## src/rtl/lockstep_seq.sv

```systemverilog
module lockstep_seq #(
  parameter int N      = 4,
  parameter int STEP_W = 16,
  parameter int TO_W   = 16
) (
  input  logic              clk,
  input  logic              rst_n,
  input  logic              start_i,
  input  logic [STEP_W-1:0] run_len_i,
  input  logic [TO_W-1:0]   timeout_lim_i,
  input  logic [N-1:0]      done_i,
  input  logic [N-1:0]      spike_i,
  output logic              tick_o,
  output logic [N-1:0]      bcast_vec_o,
  output logic              bcast_valid_o,
  output logic              report_valid_o,
  output logic              finished_o,
  output logic              timeout_err_o
);

  localparam logic [N-1:0]      ALL_ACK  = {N{1'b1}};
  localparam logic [STEP_W-1:0] STEP_ONE = STEP_W'(1);
  localparam logic [TO_W-1:0]   TO_ONE   = TO_W'(1);

  typedef enum logic [2:0] {S_IDLE, S_PULSE, S_WAIT, S_BCAST, S_FIN} st_t;

  st_t               st;
  logic [STEP_W-1:0] steps, len_q;
  logic [TO_W-1:0]   to_cnt, to_lim_q;
  logic [N-1:0]      ack, acc, bvec;
  logic              err;

  logic [N-1:0] ack_nxt, acc_nxt;
  logic         all_done, to_hit;
  logic [STEP_W-1:0] steps_nxt;

  assign ack_nxt   = ack | done_i;
  assign acc_nxt   = acc | spike_i;
  assign all_done  = (ack_nxt == ALL_ACK);
  assign to_hit    = (to_lim_q != '0) && (to_cnt == to_lim_q - TO_ONE);
  assign steps_nxt = steps + STEP_ONE;

  assign tick_o         = (st == S_PULSE);
  assign bcast_valid_o  = (st == S_BCAST);
  assign bcast_vec_o    = bvec;
  assign report_valid_o = bcast_valid_o && (bvec != '0);
  assign finished_o     = (st == S_FIN);
  assign timeout_err_o  = err;

  always_ff @(posedge clk or negedge rst_n) begin
    if (!rst_n) begin
      st       <= S_IDLE;
      steps    <= '0;
      len_q    <= '0;
      to_cnt   <= '0;
      to_lim_q <= '0;
      ack      <= '0;
      acc      <= '0;
      bvec     <= '0;
      err      <= 1'b0;
    end else begin
      case (st)
        S_IDLE, S_FIN: begin
          if (start_i) begin
            steps    <= '0;
            err      <= 1'b0;
            len_q    <= run_len_i;
            to_lim_q <= timeout_lim_i;
            st       <= (run_len_i == '0) ? S_FIN : S_PULSE;
          end
        end
        S_PULSE: begin
          ack    <= '0;
          acc    <= '0;
          to_cnt <= '0;
          st     <= S_WAIT;
        end
        S_WAIT: begin
          ack <= ack_nxt;
          acc <= acc_nxt;
          if (all_done) begin
            bvec <= acc_nxt;
            st   <= S_BCAST;
          end else if (to_hit) begin
            err <= 1'b1;
            st  <= S_FIN;
          end else begin
            to_cnt <= to_cnt + TO_ONE;
          end
        end
        S_BCAST: begin
          steps <= steps_nxt;
          st    <= (steps_nxt == len_q) ? S_FIN : S_PULSE;
        end
        default: st <= S_IDLE;
      endcase
    end
  end

  AST_TICK_SINGLE: assert property (@(posedge clk) disable iff (!rst_n)
    tick_o |=> !tick_o);
  AST_VALID_SINGLE: assert property (@(posedge clk) disable iff (!rst_n)
    bcast_valid_o |=> !bcast_valid_o);
  AST_TICK_AFTER_BCAST: assert property (@(posedge clk) disable iff (!rst_n)
    (tick_o && !$past(start_i)) |-> $past(bcast_valid_o));
  AST_FIN_QUIET: assert property (@(posedge clk) disable iff (!rst_n)
    finished_o |-> (!tick_o && !bcast_valid_o));
  AST_REPORT_QUAL: assert property (@(posedge clk) disable iff (!rst_n)
    report_valid_o |-> (bcast_valid_o && |bcast_vec_o));
  AST_ERR_FINISHES: assert property (@(posedge clk) disable iff (!rst_n)
    $rose(timeout_err_o) |-> finished_o);
  AST_STEP_BOUND: assert property (@(posedge clk) disable iff (!rst_n)
    (tick_o && len_q != '0) |-> (steps < len_q));

endmodule

```

## config.mk

```make
export PLATFORM = sky130hd
export DESIGN_NAME = lockstep_seq
export DESIGN_NICKNAME = d
export VERILOG_FILES = /design/src/rtl/lockstep_seq.sv
export SDC_FILE = /design/constraint.sdc
export NUM_CORES = 1
export LEC_CHECK = 0
export CAP_MARGIN = 30
export CORE_AREA = 2 2 127 129
export DETAILED_ROUTE_END_ITERATION = 10
export DIE_AREA = 0 0 129 131
export HOLD_SLACK_MARGIN = 0.15
export PLACE_DENSITY = 0.54
export SYNTH_ARGS = -nofsm -noshare
export SYNTH_HDL_FRONTEND = slang
export SYNTH_SLANG_ARGS = --single-unit
```

## constraint.sdc

```tcl
create_clock -name clk -period 3.25 [get_ports clk]
set_input_delay 0.8125 -clock clk [delete_from_list [all_inputs] [get_ports clk]]
set_output_delay 0.8125 -clock clk [all_outputs]
set_load 0.005 [all_outputs]
```

==> out/results.tsv <==
stage	metric	value	unit
outcome	outcome	finished, final reports clean	
cts	Post-CTS Hold Fix Bufs	0	
cts	latest clock arrival within the worst-skew pair	0.34	ns
yosys	top cell type's share of synthesized area	0.4399	
global_route	global-route wire length before repair	19290	µm
cts	H-tree depth	3	
sta	Final Skew	0.007486	ns
setup_path	worst r2r src	to_lim_q[0]	
cells_and_area	Final nets	580	
sta	Fmax	333.4	MHz
floorplanning	DIE HEIGHT	131	µm
setup_path	crit end category	register	
route	via count of the routed design	3797	
sta	Slew Viols, Final	0	
yosys	simple-gate share of the synthesized area	0.2200	
cts	clk slew on worst S/H paths	0.06	ns
power_and_ir_drop	clock network power share	0.255	
yosys	multiplexer share of the synthesized area	0.09871	
setup_path	r2r setup slk	0.25	ns
floorplanning	row count	46	
sta	crit share post-route	0.9228	
floorplanning	die area	16900	µm²
power_and_ir_drop	switching share of power	0.3503	
setup_path	crit path DAT	3.23	ns
power_and_ir_drop	Lkg Pwr	2.296	nW
yosys	Adder-Cell Fraction of Synth Area	0.008249	
setup_path	reg2reg path depth	12	
yosys	mapped cell area	4551	µm²
cells_and_area	share of layout cells above drive strength 1	0.1299	
sta	Final Hold Viols	0	
global_route	largest net degree at the start of global routing	60	
power_and_ir_drop	Pint	0.002889	W
job	Max-Cap Viols	0	
cts	clk root buf	clkbuf_16	
route	drt wl/cell	15.18	µm
setup_path	cell depth of the worst setup path	12	
placed_design	PortBufs	51	
cts	clock sink count	80	
sta	Relative slew margins	0.3627	
setup_path	crit-path most repeated cell	buf_4	
yosys	register area share after synthesis	0.4399	
power_and_ir_drop	VDD IR max	0.0002960	V
power_and_ir_drop	Pwr Density	778.7	nW/µm²
route	DR DRC count	0	
floorplanning	chip width	129	µm
yosys	Syn. warnings	0	
power_and_ir_drop	sw power	0.001558	W
yosys	Synth area leaders	dfrtp_1, mux2_2, xnor2_1	
route	Final ANT Viol Nets	0	
yosys	largest family of logic cells by synthesized area	simple AND/OR/NAND/NOR gates	
yosys	post-synthesis xor/xnor area fraction	0.08853	
global_route	All-Layer GR Usage	0.1474	
setup_path	Buf/Inv on CP	3	
global_route	initial antenna violation count	0	
yosys	synth unique cells	59	
cells_and_area	ant diodes	0	
yosys	Compound-Gate Fraction of Synth Area	0.1202	
sta	# setup viols final	0	
global_route	vias in the first global route	3748	
yosys	Synth area leader	dfrtp_1	
yosys	dominant synthesized flop cell	dfrtp_1	
setup_path	start point of the critical path	to_lim_q[0]	
yosys	Async S/R FF share, synth	1.000	
global_route	gr ovfl total	0	
placed_design	Final HPWL DP	8260	µm
yosys	#FFs+latches synth	80	
placed_design	Final Wtd Congestion	0.9123	
yosys	Syn Area/Cell	9.500	µm²
setup_path	CP peak stage delay	0.44	ns
cells_and_area	Fill cells	1558	
yosys	top-count cell post-synth	dfrtp_1	
sta	setup TNS	0	ns
cts	TritonCTS clock tree	built	
cts	number of buffers created by CTS	9	
yosys	Syn Inst Count	479	
route	drt first pass iters	5	
floorplanning	Initial Util	0.2918	
cells_and_area	Area growth, synth to finish	25.49	%
power_and_ir_drop	Comb pwr share	0.373	
floorplanning	core area	15600	µm²
sta	unrepaired setup endpoints after global routing	false	
setup_path	critical path class	reg2reg	
yosys	Post-synth EDFFs	0	
route	drt total wl	11460	µm
setup_path	CP top delay family	simple AND/OR/NAND/NOR gates	
floorplanning	IO Count	52	
sta	Worst-Margin Slew	0.9525	ns
cts	Max clock buf depth	2	
sta	Hold WS	0.3634	ns
route	via density per instance	5.029	
setup_path	crit path max fanout	7	
yosys	syn nets	525	
yosys	Post-synth top cells	dfrtp_1, nor2_1, nand2_1	
sta	crit path time final	2.999	ns
power_and_ir_drop	Seq pwr share	0.372	
setup_path	crit path cell chain	inv_1 -> ha_1 -> or3b_4 -> or4_1 -> a32o_1 -> o22ai_1 -> nor4_4 -> buf_4 -> buf_4 -> nor3_1 -> xnor2_1 -> nor2_1	
setup_path	startpoint types	register	
route	drt first-iter violations	235	
setup_path	Slowest cell on crit path	or3b_4	
min_path	Hold/Removal Path Class	in2async	
setup_path	Data required, critical path	3.48	ns
## layer usage
layer | vias to the layer above | wire [µm] | global-route usage
li1 | 1840 | - | -
met1 | 1840 | 5548 | 0.2038
met2 | 101 | 5089 | 0.2228
met3 | 16 | 580 | 0.02891
met4 | 0 | 245 | 0.06905
met5 | - | 0 | 0
## state kept, by name, summed over array words and instances, names as in the netlist
signal         cells
st                 3
acc                4
len_q             16
to_lim_q          16
steps             16
timeout_err_o      1
ack                4
bcast_vec_o        4
to_cnt            16
## placed cells by master, fill, tap and decap left out, drive strengths merged, types with 13 or more instances in the layout
cell type / instances
a21oi: 20
nor4: 14
buf: 16
nand3: 13
clkbuf: 14
o21ai: 32
mux2: 31
clkdlybuf4s50: 50
nand2: 37
nor2: 55
xnor2: 34
nor3: 19
dfrtp: 80
## cells by family (layout without fill, tap and decap cells)
kind of cell / after synthesis / in the layout
flip-flops: 80 / 80
AO/OA/AOI/OAI: 88 / 88
XOR/XNOR: 46 / 46
multiplexers: 41 / 41
adder cells (fa/ha/maj): 3 / 3
buffers and inverters: 27 / 87
AND/OR/NAND/NOR: 194 / 194
## final timing paths
check	end
min in group clk	acc[2]
max reg2reg	to_cnt[8]
max in group asynchronous	to_lim_q[6]
min	bcast_vec_o[3]
min reg2reg	acc[2]
max	to_cnt[8]
## area by class of cell
class                           instances  area [µm²]  area share
Clock buffer                           14       274.0     0.04798
Clock inverter                          2       60.06     0.01052
Inverter                                5       18.77    0.003287
Multi-Input combinational cell        372        2445      0.4281
Sequential cell                        80        2002      0.3506
Tap cell                              216       270.3     0.04733
Timing Repair Buffer                   66       640.6      0.1122
## power groups by stage
stage / sequential, W / combinational (W) / clock (W)
after floorplan: 0.00155 / 0.00123 / 0
after global placement: 0.00165 / 0.00163 / 0
after detailed placement: 0.00167 / 0.00166 / 0
after CTS: 0.00166 / 0.00167 / 0.00117
after global routing: 0.00172 / 0.00186 / 0.00122
final: 0.00165 / 0.00166 / 0.00114
## through the flow
step           utilization  instances  worst slack, ns  total power [W]  area [µm²]
6_report            0.3661        755           0.2509         0.004447        5710
5_1_grt             0.3661        755         0.008979         0.004795        5710
4_1_cts             0.3652        754           0.1176         0.004492        5695
3_5_place_dp        0.3437        738           0.1310         0.003330        5361
3_3_place_gp        0.3420        737           0.2624         0.003281        5334
2_1_floorplan            -        479           0.2675         0.002775        4551
## repair_timing
item	4_1_cts	5_1_grt
setup buffers	0	1
gates resized for setup	0	2
setup endpoints to repair	0	16
No activity file was read; power rests on OpenSTA's default activity.
